==> config.mk <==
export PLATFORM = sky130hd
export DESIGN_NAME = link_rx_dispatch
export DESIGN_NICKNAME = d
export VERILOG_FILES = /design/src/rtl/link_rx_pkg.sv /design/src/rtl/lrx_line_buf.sv /design/src/rtl/lrx_verdict_fifo.sv /design/src/rtl/lrx_frame_check.sv /design/src/rtl/lrx_dispatch.sv /design/src/rtl/link_rx_dispatch.sv
export SDC_FILE = /design/constraint.sdc
export NUM_CORES = 1
export LEC_CHECK = 0
export ABC_AREA = 1
export BUFFER_PORTS_ARGS = -buffer_cell sky130_fd_sc_hd__buf_2
export CAP_MARGIN = 15
export CORE_ASPECT_RATIO = 0.7
export CORE_MARGIN = 1.5
export CORE_UTILIZATION = 60
export CTS_BUF_LIST = sky130_fd_sc_hd__clkbuf_8
export CTS_CLUSTER_DIAMETER = 150
export DETAILED_ROUTE_END_ITERATION = 8
export PLACE_DENSITY_LB_ADDON = 0.15
export SLEW_MARGIN = 20
export SYNTH_ARGS = -nofsm -noshare
export SYNTH_HDL_FRONTEND = slang
export SYNTH_HIERARCHICAL = 1
export SYNTH_SLANG_ARGS = --single-unit
export TNS_END_PERCENT = 10
==> constraint.sdc <==
create_clock -name clk -period 3.5 [get_ports clk]
set_input_delay 0.7 -clock clk [delete_from_list [all_inputs] [get_ports clk]]
set_output_delay 0.7 -clock clk [all_outputs]
set_load 0.02 [all_outputs]
==> src/rtl/link_rx_pkg.sv <==
package link_rx_pkg;

   typedef enum logic [1:0] {
      ROUTE_DROP = 2'd0,
      ROUTE_EV   = 2'd1,
      ROUTE_SC   = 2'd2
   } route_e;

   typedef struct packed {
      logic   bad;
      route_e route;
   } verdict_t;

   localparam int VERDICT_W = $bits(verdict_t);

endpackage

==> src/rtl/lrx_line_buf.sv <==
module lrx_line_buf #(
   parameter int DATA_W = 32,
   parameter int DEPTH  = 16
) (
   input  logic              clk,
   input  logic              rst_n,
   input  logic              wr_en,
   input  logic [DATA_W-1:0] wr_data,
   input  logic              wr_sop,
   input  logic              wr_eop,
   input  logic              rd_en,
   output logic [DATA_W-1:0] rd_data,
   output logic              rd_sop,
   output logic              rd_eop,
   output logic              avail,
   output logic              full
);
   localparam int AW = $clog2(DEPTH);
   localparam int WW = DATA_W + 2;

   if (DEPTH < 4 || (DEPTH & (DEPTH - 1)) != 0) begin : g_bad_depth
      $error("lrx_line_buf: DEPTH must be a power of two of at least 4");
   end

   logic [WW-1:0] mem [DEPTH];
   logic [AW:0]   wr_ptr, cm_ptr, rd_ptr;
   logic [WW-1:0] rd_word;

   assign full  = (wr_ptr[AW] != rd_ptr[AW]) && (wr_ptr[AW-1:0] == rd_ptr[AW-1:0]);
   assign avail = (cm_ptr != rd_ptr);

   assign rd_word = mem[rd_ptr[AW-1:0]];
   assign rd_data = rd_word[DATA_W-1:0];
   assign rd_sop  = rd_word[DATA_W];
   assign rd_eop  = rd_word[DATA_W+1];

   always_ff @(posedge clk) begin
      if (wr_en) begin
         mem[wr_ptr[AW-1:0]] <= {wr_eop, wr_sop, wr_data};
      end
   end

   always_ff @(posedge clk) begin
      if (!rst_n) begin
         wr_ptr <= '0;
         cm_ptr <= '0;
         rd_ptr <= '0;
      end else begin
         if (wr_en) begin
            wr_ptr <= wr_ptr + 1'b1;
            if (wr_eop) begin
               cm_ptr <= wr_ptr + 1'b1;
            end
         end
         if (rd_en) begin
            rd_ptr <= rd_ptr + 1'b1;
         end
      end
   end

   assert_no_overflow_R9: assert property (@(posedge clk) disable iff (!rst_n)
      !(wr_en && full))
      else $error("line buffer written while full");

   assert_read_committed_R6: assert property (@(posedge clk) disable iff (!rst_n)
      rd_en |-> (rd_ptr != cm_ptr))
      else $error("line buffer read beyond the last checked trailer");

endmodule

==> src/rtl/lrx_verdict_fifo.sv <==
module lrx_verdict_fifo
   import link_rx_pkg::*;
#(
   parameter int DEPTH = 8
) (
   input  logic     clk,
   input  logic     rst_n,
   input  logic     push,
   input  verdict_t push_v,
   input  logic     pop,
   output verdict_t head,
   output logic     empty,
   output logic     full
);
   localparam int AW = (DEPTH > 1) ? $clog2(DEPTH) : 1;

   if (DEPTH < 2 || (DEPTH & (DEPTH - 1)) != 0) begin : g_bad_depth
      $error("lrx_verdict_fifo: DEPTH must be a power of two of at least 2");
   end

   verdict_t    slots [DEPTH];
   logic [AW:0] wp, rp;

   assign empty = (wp == rp);
   assign full  = (wp[AW] != rp[AW]) && (wp[AW-1:0] == rp[AW-1:0]);
   assign head  = slots[rp[AW-1:0]];

   always_ff @(posedge clk) begin
      if (push) begin
         slots[wp[AW-1:0]] <= push_v;
      end
   end

   always_ff @(posedge clk) begin
      if (!rst_n) begin
         wp <= '0;
         rp <= '0;
      end else begin
         if (push) wp <= wp + 1'b1;
         if (pop)  rp <= rp + 1'b1;
      end
   end

   assert_verdict_room_R9: assert property (@(posedge clk) disable iff (!rst_n)
      !(push && full))
      else $error("verdict queue pushed while full");

   assert_verdict_present_R6: assert property (@(posedge clk) disable iff (!rst_n)
      pop |-> !empty)
      else $error("frame header read with no verdict queued");

endmodule

==> src/rtl/lrx_frame_check.sv <==
module lrx_frame_check
   import link_rx_pkg::*;
#(
   parameter int                DATA_W    = 32,
   parameter int                TYPE_W    = 4,
   parameter int                TYPE_LSB  = 28,
   parameter logic [TYPE_W-1:0] EV_CODE   = 4'h1,
   parameter logic [TYPE_W-1:0] SC_CODE   = 4'h2,
   parameter bit                CHECK_SUM = 1'b1
) (
   input  logic              clk,
   input  logic              rst_n,
   input  logic              in_valid,
   input  logic [DATA_W-1:0] in_data,
   input  logic              in_sop,
   input  logic              in_eop,
   input  logic              in_err,
   output logic              v_push,
   output verdict_t          v_data
);
   logic [DATA_W-1:0] acc_x;
   logic              acc_err;
   logic [TYPE_W-1:0] acc_type;

   logic [TYPE_W-1:0] cur_type;
   logic              err_sofar;
   logic              sum_bad;
   logic              short_bad;

   assign cur_type  = in_sop ? in_data[TYPE_LSB +: TYPE_W] : acc_type;
   assign err_sofar = (in_sop ? 1'b0 : acc_err) | in_err;
   assign short_bad = in_sop & in_eop;

   if (CHECK_SUM) begin : g_sum
      assign sum_bad = !in_sop && (acc_x != in_data);
   end else begin : g_nosum
      assign sum_bad = 1'b0;
   end

   always_comb begin
      v_data.bad = err_sofar | sum_bad | short_bad;
      if (cur_type == EV_CODE) begin
         v_data.route = ROUTE_EV;
      end else if (cur_type == SC_CODE) begin
         v_data.route = ROUTE_SC;
      end else begin
         v_data.route = ROUTE_DROP;
      end
   end

   assign v_push = in_valid & in_eop;

   always_ff @(posedge clk) begin
      if (!rst_n) begin
         acc_x    <= '0;
         acc_err  <= 1'b0;
         acc_type <= '0;
      end else if (in_valid) begin
         if (in_sop) begin
            acc_x    <= '0;
            acc_err  <= in_err;
            acc_type <= in_data[TYPE_LSB +: TYPE_W];
         end else if (!in_eop) begin
            acc_x   <= acc_x ^ in_data;
            acc_err <= acc_err | in_err;
         end
      end
   end

endmodule

==> src/rtl/lrx_dispatch.sv <==
module lrx_dispatch
   import link_rx_pkg::*;
#(
   parameter int DATA_W  = 32,
   parameter int ERR_BIT = 27
) (
   input  logic              clk,
   input  logic              rst_n,
   input  logic              rd_avail,
   input  logic [DATA_W-1:0] rd_data,
   input  logic              rd_sop,
   input  logic              rd_eop,
   input  verdict_t          head,
   output logic              rd_en,
   output logic              pop,
   output logic [DATA_W-1:0] word_q,
   output logic              sop_q,
   output logic              eop_q,
   output logic              ev_valid,
   output logic              sc_valid,
   output logic              ev_count_inc,
   output logic              unknown_seen
);
   route_e            route_q;
   route_e            cur_route;
   logic [DATA_W-1:0] patched;

   assign rd_en     = rd_avail;
   assign pop       = rd_en & rd_sop;
   assign cur_route = rd_sop ? head.route : route_q;

   always_comb begin
      patched = rd_data;
      if (rd_sop) begin
         patched[ERR_BIT] = rd_data[ERR_BIT] | head.bad;
      end
   end

   always_ff @(posedge clk) begin
      if (!rst_n) begin
         route_q      <= ROUTE_DROP;
         word_q       <= '0;
         sop_q        <= 1'b0;
         eop_q        <= 1'b0;
         ev_valid     <= 1'b0;
         sc_valid     <= 1'b0;
         ev_count_inc <= 1'b0;
         unknown_seen <= 1'b0;
      end else begin
         if (pop) begin
            route_q <= head.route;
         end
         word_q       <= patched;
         sop_q        <= rd_sop;
         eop_q        <= rd_eop;
         ev_valid     <= rd_en && (cur_route == ROUTE_EV);
         sc_valid     <= rd_en && (cur_route == ROUTE_SC);
         ev_count_inc <= rd_en && rd_eop && (cur_route == ROUTE_EV);
         if (pop && head.route == ROUTE_DROP) begin
            unknown_seen <= 1'b1;
         end
      end
   end

   assert_sticky_unknown_R7: assert property (@(posedge clk) disable iff (!rst_n)
      unknown_seen |=> unknown_seen)
      else $error("unknown-type indicator cleared without reset");

   assert_pulse_single_R8: assert property (@(posedge clk) disable iff (!rst_n)
      ev_count_inc |=> !ev_count_inc || $past(rd_en && rd_sop && rd_eop))
      else $error("event pulse held across two cycles of one frame");

endmodule

==> src/rtl/link_rx_dispatch.sv <==
module link_rx_dispatch
   import link_rx_pkg::*;
#(
   parameter int                DATA_W    = 32,
   parameter int                DEPTH     = 16,
   parameter int                TYPE_W    = 4,
   parameter logic [TYPE_W-1:0] EV_CODE   = 4'h1,
   parameter logic [TYPE_W-1:0] SC_CODE   = 4'h2,
   parameter bit                CHECK_SUM = 1'b1
) (
   input  logic              clk,
   input  logic              rst_n,
   input  logic              in_valid,
   input  logic [DATA_W-1:0] in_data,
   input  logic              in_sop,
   input  logic              in_eop,
   input  logic              in_err,
   output logic              ev_valid,
   output logic [DATA_W-1:0] ev_data,
   output logic              ev_sop,
   output logic              ev_eop,
   output logic              ev_count_inc,
   output logic              sc_valid,
   output logic [DATA_W-1:0] sc_data,
   output logic              sc_sop,
   output logic              sc_eop,
   output logic              unknown_seen
);
   localparam int TYPE_LSB   = DATA_W - TYPE_W;
   localparam int ERR_BIT    = TYPE_LSB - 1;
   localparam int DESC_DEPTH = DEPTH / 2;

   if (DATA_W < TYPE_W + 2) begin : g_bad_width
      $error("link_rx_dispatch: DATA_W too small for type code and fault flag");
   end
   if (EV_CODE == SC_CODE) begin : g_bad_codes
      $error("link_rx_dispatch: event and slow-control codes must differ");
   end

   logic              rd_en, rd_sop, rd_eop, avail, buf_full;
   logic [DATA_W-1:0] rd_data;
   logic              v_push, v_pop, v_empty, v_full;
   verdict_t          v_new, v_head;
   logic [DATA_W-1:0] word_q;
   logic              sop_q, eop_q;

   lrx_line_buf #(.DATA_W(DATA_W), .DEPTH(DEPTH)) u_buf (
      .clk     (clk),
      .rst_n   (rst_n),
      .wr_en   (in_valid),
      .wr_data (in_data),
      .wr_sop  (in_sop),
      .wr_eop  (in_eop),
      .rd_en   (rd_en),
      .rd_data (rd_data),
      .rd_sop  (rd_sop),
      .rd_eop  (rd_eop),
      .avail   (avail),
      .full    (buf_full)
   );

   lrx_frame_check #(
      .DATA_W(DATA_W), .TYPE_W(TYPE_W), .TYPE_LSB(TYPE_LSB),
      .EV_CODE(EV_CODE), .SC_CODE(SC_CODE), .CHECK_SUM(CHECK_SUM)
   ) u_chk (
      .clk      (clk),
      .rst_n    (rst_n),
      .in_valid (in_valid),
      .in_data  (in_data),
      .in_sop   (in_sop),
      .in_eop   (in_eop),
      .in_err   (in_err),
      .v_push   (v_push),
      .v_data   (v_new)
   );

   lrx_verdict_fifo #(.DEPTH(DESC_DEPTH)) u_vq (
      .clk    (clk),
      .rst_n  (rst_n),
      .push   (v_push),
      .push_v (v_new),
      .pop    (v_pop),
      .head   (v_head),
      .empty  (v_empty),
      .full   (v_full)
   );

   lrx_dispatch #(.DATA_W(DATA_W), .ERR_BIT(ERR_BIT)) u_disp (
      .clk          (clk),
      .rst_n        (rst_n),
      .rd_avail     (avail),
      .rd_data      (rd_data),
      .rd_sop       (rd_sop),
      .rd_eop       (rd_eop),
      .head         (v_head),
      .rd_en        (rd_en),
      .pop          (v_pop),
      .word_q       (word_q),
      .sop_q        (sop_q),
      .eop_q        (eop_q),
      .ev_valid     (ev_valid),
      .sc_valid     (sc_valid),
      .ev_count_inc (ev_count_inc),
      .unknown_seen (unknown_seen)
   );

   assign ev_data = word_q;
   assign ev_sop  = ev_valid & sop_q;
   assign ev_eop  = ev_valid & eop_q;
   assign sc_data = word_q;
   assign sc_sop  = sc_valid & sop_q;
   assign sc_eop  = sc_valid & eop_q;

   assert_one_stream_R3: assert property (@(posedge clk) disable iff (!rst_n)
      !(ev_valid && sc_valid))
      else $error("both output streams active together");

   assert_pulse_with_eop_R8: assert property (@(posedge clk) disable iff (!rst_n)
      ev_count_inc |-> ev_eop)
      else $error("event pulse without event trailer");

   assert_queue_pair_R9: assert property (@(posedge clk) disable iff (!rst_n)
      v_empty |-> !(avail && rd_sop) || v_full)
      else $error("committed header without verdict");

endmodule

==> run summary, run 1 <==
max-cap viol count: 0
power per cell area: 663 nW/um^2
placed cell area: 30100 sq um
DIE AREA: 49600 sq um
ratio of final minimum period to clock period: 71.2%
initial drt markers: 1934
Final Hold Fails: 0
first-pass iteration count of the detailed router: 5
via count: 20100
Critical Path Sink Type: register
Worst-Margin Slew: 0.799 ns
vias in the first global route: 19000
fin crit period: 2.49 ns
first-pass GRT wire length: 106000 microns
Max-slew headroom: 46.3%
final instance area: 31900 sq um
Die Ht: 187 microns
Slew Viols, Final: 0
HP Class: input port to register
Placement Rows: 67
CTS Hold Bufs: 0
R2R setup slack: 1.01 ns
H-tree depth: 3
total CTS buffers: 97
Syn Std Cell Area: 29000 sq um
crit path kind: register to register
Critical Path End: u_vq/rp[0]$_SDFFE_PN0P_
die span in x: 266 microns
Routed Antenna Nets: 0
clock root buffer: clkbuf_8
fin util: 66.9%
Max stage delay on crit path: 0.63 ns
Max Fclk: 0.401 GHz
Synth-to-Final Area Change: 10.3%
worst skew pair latency: 0.71 ns
Vias per Instance: 5.36
syn_nets: 2995
IO Pins: 110
wire length per cell: 18.4 microns
Setup Buffers After CTS: 0
layout cell share with drive strength beyond 1: 10.5%
total track usage: 28.1%
CTS tree: done
CTS Sinks: 673
Critical-path top delay cell: dfxtp_4
Remaining Overflow, GRT: 0
Setup TNS: 0 ns
Max Root-Sink Buffers: 3
DP HPWL: 41100 microns
Core Region: 47800 sq um
Synth Instances: 2949
CP Max Fanout: 34
# DRC: 0
worst endpoint required time: 4.07 ns
Clock Skews: 0.0283 ns
nets@finish: 3087
Starting Density: 60.6%
clock slew at reported path FFs: 0.07 ns
RSZ-0062 raised after global routing: false
Worst R2R End: u_vq/rp[0]$_SDFFE_PN0P_
worst r2r path cells: 10
Synth Area per Inst: 9.82 sq um
Worst setup SP type: register
Buffers on Ports: 109
cts repair resizes: 0
final wirelength: 68900 microns
initial antenna violation count: 1
crit path DAT: 3.06 ns
largest net degree at the start of global routing: 101
Final setup viols: 0
Peak VDD IR: 602 uV
Final GP Congestion: 0.864
Leakage: 14.2 nW
YS warnings: 6
cell chain of the critical path: buf_4, nand2_1, nand3_1, nand3_1, nand3_1, nand2_1, nand2_1, inv_2, o21ai_0, a21oi_1
outcome: completed
-- power by group --
part	switching (W)	total, W	internal [W]
clock network	0.00296	0.00602	0.00305
registers	0.000324	0.00940	0.00908
logic	0.00407	0.00577	0.00170
-- stage by stage --
| stage | power, W | setup WS (ns) | instances | hold WS, ns |
|---|---|---|---|---|
| after global placement | 0.0152 | 1.04 | 3563 | 0.444 |
| after floorplan | 0.0138 | 0.727 | 2949 | 0.429 |
| after CTS | 0.0213 | 1.07 | 3744 | 0.370 |
| after global routing | 0.0223 | 0.882 | 3744 | 0.384 |
| after detailed placement | 0.0153 | 1.01 | 3563 | 0.462 |
| final | 0.0212 | 1.01 | 3745 | 0.421 |
-- metal layers --
metal / vias up / routed length [microns] / track usage [%]
met5: - / 0 / 0
met1: 9626 / 30000 / 39.8
li1: 9545 / - / -
met4: 0 / 1860 / 9.46
met2: 796 / 31600 / 43.6
met3: 103 / 5520 / 5.95
-- registers in the layout, summed over array words and instances, names as in the netlist, named ones only --
name / flops
u_buf/cm_ptr: 5
u_buf/mem: 544
u_buf/rd_ptr: 5
u_buf/wr_ptr: 5
u_chk/acc_err: 1
u_chk/acc_type: 4
u_chk/acc_x: 32
u_disp/eop_q: 1
u_disp/ev_count_inc: 1
u_disp/ev_valid: 1
u_disp/route_q: 2
u_disp/sc_valid: 1
u_disp/sop_q: 1
u_disp/unknown_seen: 1
u_disp/word_q: 32
u_vq/rp: 3
u_vq/slots: 24
u_vq/wp: 3
-- worst min path at each step --
| stage | slack, ns | cells after the start | endpoint | from |
|---|---|---|---|---|
| 4_1_cts | 0.37 | 1 | u_buf/mem[11][27]$_DFFE_PP_ | in_data[27] |
| 6_report | 0.42 | 1 | u_buf/mem[11][25]$_DFFE_PP_ | in_data[25] |
| 5_1_grt | 0.38 | 1 | u_buf/mem[11][27]$_DFFE_PP_ | in_data[27] |
| 2_1_floorplan | 0.43 | 2 | u_disp/route_q[1]$_SDFFE_PN0P_ | u_disp/route_q[1]$_SDFFE_PN0P_ |
| 3_5_place_dp | 0.46 | 2 | u_chk/acc_type[2]$_SDFFE_PN0P_ | u_chk/acc_type[2]$_SDFFE_PN0P_ |
| 3_3_place_gp | 0.44 | 2 | u_disp/route_q[1]$_SDFFE_PN0P_ | u_disp/route_q[1]$_SDFFE_PN0P_ |
-- layout by cell type, fill, tap and decap left out, types with 3 or more instances in the layout --
cell	count
dfxtp_1	101
xor2_1	8
a21oi_1	57
o21ai_0	19
xnor2_1	22
nor3_1	3
clkinv_1	19
edfxtp_1	568
buf_2	109
nor2_1	60
nand2_1	934
buf_12	15
inv_1	560
ha_1	8
nand3_2	7
nor2_4	17
nand3_1	429
clkinv_2	10
clkbuf_8	111
inv_2	7
buf_4	33
-- area by class of cell --
cell class              instances  area, sq um
flip-flops and latches        673        19200
fillers                      3707        15800
well taps                     621          777
clock buffers                 111         1530
inverters                     535         2020
clock inverters                70          353
repair buffers                157         1090
diodes                          1         2.50
multi-input cells            1577         7010
-- critical path, delay by kind of cell (launching register included) --
kind                   cells  cell delay [ns]
buffers and inverters      2             0.56
AOI/OAI and AO/OA          2             0.35
DFF                        1             0.63
and+or+nand+nor            6             0.81
(Power assumes the default switching activity.)
==> run 2, diff against run 1 <==
- clock period: 3.5 -> 2.6 ns (I/O delays scaled with it)
==> run 2 against run 1 <==
Against the previous run: worst setup slack got worse by 0.52 ns; clock power grew 33%; non-clock buffer count grew 21; final area increased by 0.43%; count of clock-buffer cells in the layout fell by 1; cell count grew 0.64%; fmax rose by 18%; utilization is 0.29 points higher; via count fell by 0.72%; largest cell class unchanged; highest routed layer unchanged; flip-flop and latch count stayed put; combinational power rose by 34%; total power grew 34%.
==> run summary, run 2 (synthesis gave the netlist of run 1 again) <==
sequential cell fraction of total power: 44.6% (+0.2 points)
Remaining Overflow, GRT: 0 (unchanged)
CTS tree: done
initial antenna violation count: 2 (+1)
Post-Layout Cell Count: 3769 (+0.64%)
CP Max Fanout: 63 (+85%)
Max Fclk: 0.474 GHz (+18%)
fin crit period: 2.11 ns (-0.383 ns)
total CTS buffers: 99 (+2.1%)
DIE AREA: 49600 sq um (unchanged)
DP HPWL: 38000 microns (-7.4%)
Starting Density: 60.6% (unchanged)
Peak VDD IR: 569 uV (-5.5%)
first-pass GRT wire length: 105000 microns (-0.97%)
ratio of final minimum period to clock period: 81.1% (+9.9 points)
outcome: completed
setup slack after placement: 0.502 ns (-0.506 ns)
largest net degree at the start of global routing: 153 (+51%)
Final Hold Fails: 0 (unchanged)
nets@finish: 3110 (+0.75%)
Setup Buffers After CTS: 0 (unchanged)
RSZ-0062 raised after global routing: false
internal power: 0.0187 W (+35%)
post-route setup slack: 0.490 ns (-0.517 ns)
Cell Count Post-Placement: 3584 (+0.59%)
initial drt markers: 1968 (+1.8%)
CTS Sinks: 673 (unchanged)
Critical Path Sink Type: register
combinational share of power: 27.3% (about the same)
Sw Ratio: 34.1% (-0.62 points)
final instance area: 32100 sq um (+0.43%)
clock slew at reported path FFs: 0.07 ns (about the same)
worst skew pair latency: 0.68 ns (-0.03 ns)
total power: 0.0283 W (+34%)
Max-slew headroom: 47.3% (+0.93 points)
worst endpoint required time: 3.16 ns (-0.91 ns)
cts repair resizes: 0 (unchanged)
Slew Viols, Final: 0 (unchanged)
IO Pins: 110 (unchanged)
Leakage: 14.3 nW (+1.0%)
layout cell share with drive strength beyond 1: 10.9% (+0.37 points)
Core Region: 47800 sq um (unchanged)
WHS Path Cells: 1 (unchanged)
clock root buffer: clkbuf_8
vias in the first global route: 19000 (-0.42%)
first-pass iteration count of the detailed router: 5 (unchanged)
crit path DAT: 2.67 ns (-0.39 ns)
most frequent cells in the layout: nand2_1, inv_1, edfxtp_1
Worst setup SP type: register
HP Class: input port to register
Final setup viols: 0 (unchanged)
Final GP Congestion: 0.841 (-2.6%)
Synth-to-Final Area Change: 10.8%
power per cell area: 882 nW/um^2 (+33%)
Routed Antenna Nets: 0 (unchanged)
via count: 19900 (-0.72%)
# DRC: 0 (unchanged)
crit path kind: register to register
final wirelength: 68000 microns (-1.3%)
die span in x: 266 microns (unchanged)
wire length per cell: 18.1 microns (-1.9%)
worst r2r path cells: 9 (-1)
FILL cells: 3658 (-1.3%)
Placement Rows: 67 (unchanged)
CTS Hold Bufs: 0 (unchanged)
Max Root-Sink Buffers: 3 (unchanged)
Vias per Instance: 5.29 (-1.4%)
Die Ht: 187 microns (unchanged)
max-cap viol count: 0 (unchanged)
Net Sw Power: 0.00965 W (+31%)
number of flip-flops in the largest register: 544 (unchanged)
Setup TNS: 0 ns (unchanged)
Worst-Margin Slew: 0.785 ns (-0.0139 ns)
Clk pwr share: 28.2% (-0.2 points)
Buffers on Ports: 109 (unchanged)
placed cell area: 30200 sq um (+0.52%)
Clock Skews: 0.0170 ns (-0.0113 ns)
commonest non-fill, non-tap cell in the layout: nand2_1
total track usage: 27.8% (-0.26 points)
H-tree depth: 3 (unchanged)
-- run 2: changes by cell type in the layout (fill, tap and decap cells not counted), sizes merged --
cell,previous run,this run
clkbuf,111,110
clkinv,29,20
inv,572,583
clkinvlp,2,3
diode,1,2
buf,157,178
-- run 2: final cells by class --
type                    count  area (sq um)  area share (%)
diodes                      2          5.00          0.0156
clock buffers             110          1510            4.72
clock inverters            73           345            1.08
inverters                 535          2020            6.29
multi-input cells        1577          7010            21.8
flip-flops and latches    673         19200            59.7
well taps                 621           777            2.42
repair buffers            178          1250            3.90
-- run 2: final timing paths --
path	endpoint	slack (ns)	startpoint
max	u_disp/word_q[27]$_SDFF_PN0_	0.49	register
min	u_buf/mem[8][31]$_DFFE_PP_	0.14	in_data[31]
max reg2reg	u_disp/word_q[27]$_SDFF_PN0_	0.49	register
min reg2reg	u_chk/acc_x[7]$_SDFFE_PN0P_	0.48	u_chk/acc_x[7]$_SDFFE_PN0P_
-- run 2: power groups by stage --
stage | Sequential, W | Combinational [W] | Clock [W]
after detailed placement | 0.0128 | 0.00768 | 0
after floorplan | 0.0130 | 0.00559 | 0
after global placement | 0.0128 | 0.00754 | 0
final | 0.0126 | 0.00772 | 0.00798
after CTS | 0.0126 | 0.00772 | 0.00811
after global routing | 0.0127 | 0.00856 | 0.00859
-- run 2: layer usage --
layer  GRT usage (%)  part of all wire, %
met5               0                    0
met4            7.82                  2.2
met3            5.45                  8.0
met2            44.4                   46
met1            39.4                   44
-- run 2: per-stage QoR --
step / hold WS [ns] / utilization, %
after detailed placement: 0.469 / 63.2
after floorplan: 0.429 / -
after global routing: 0.0999 / 67.1
final: 0.142 / 67.1
after CTS: 0.0955 / 67.1
after global placement: 0.446 / 63.2
-- run 2: worst max-delay path: stages, from the launching register on --
cell and delay, ns:
dfxtp_4 0.43, inv_8 0.32, buf_4 0.52, nand2_1 0.13
nand3_1 0.10, nand3_1 0.08, nand3_1 0.10, nand2_1 0.07
a21oi_1 0.13, nor2_1 0.05
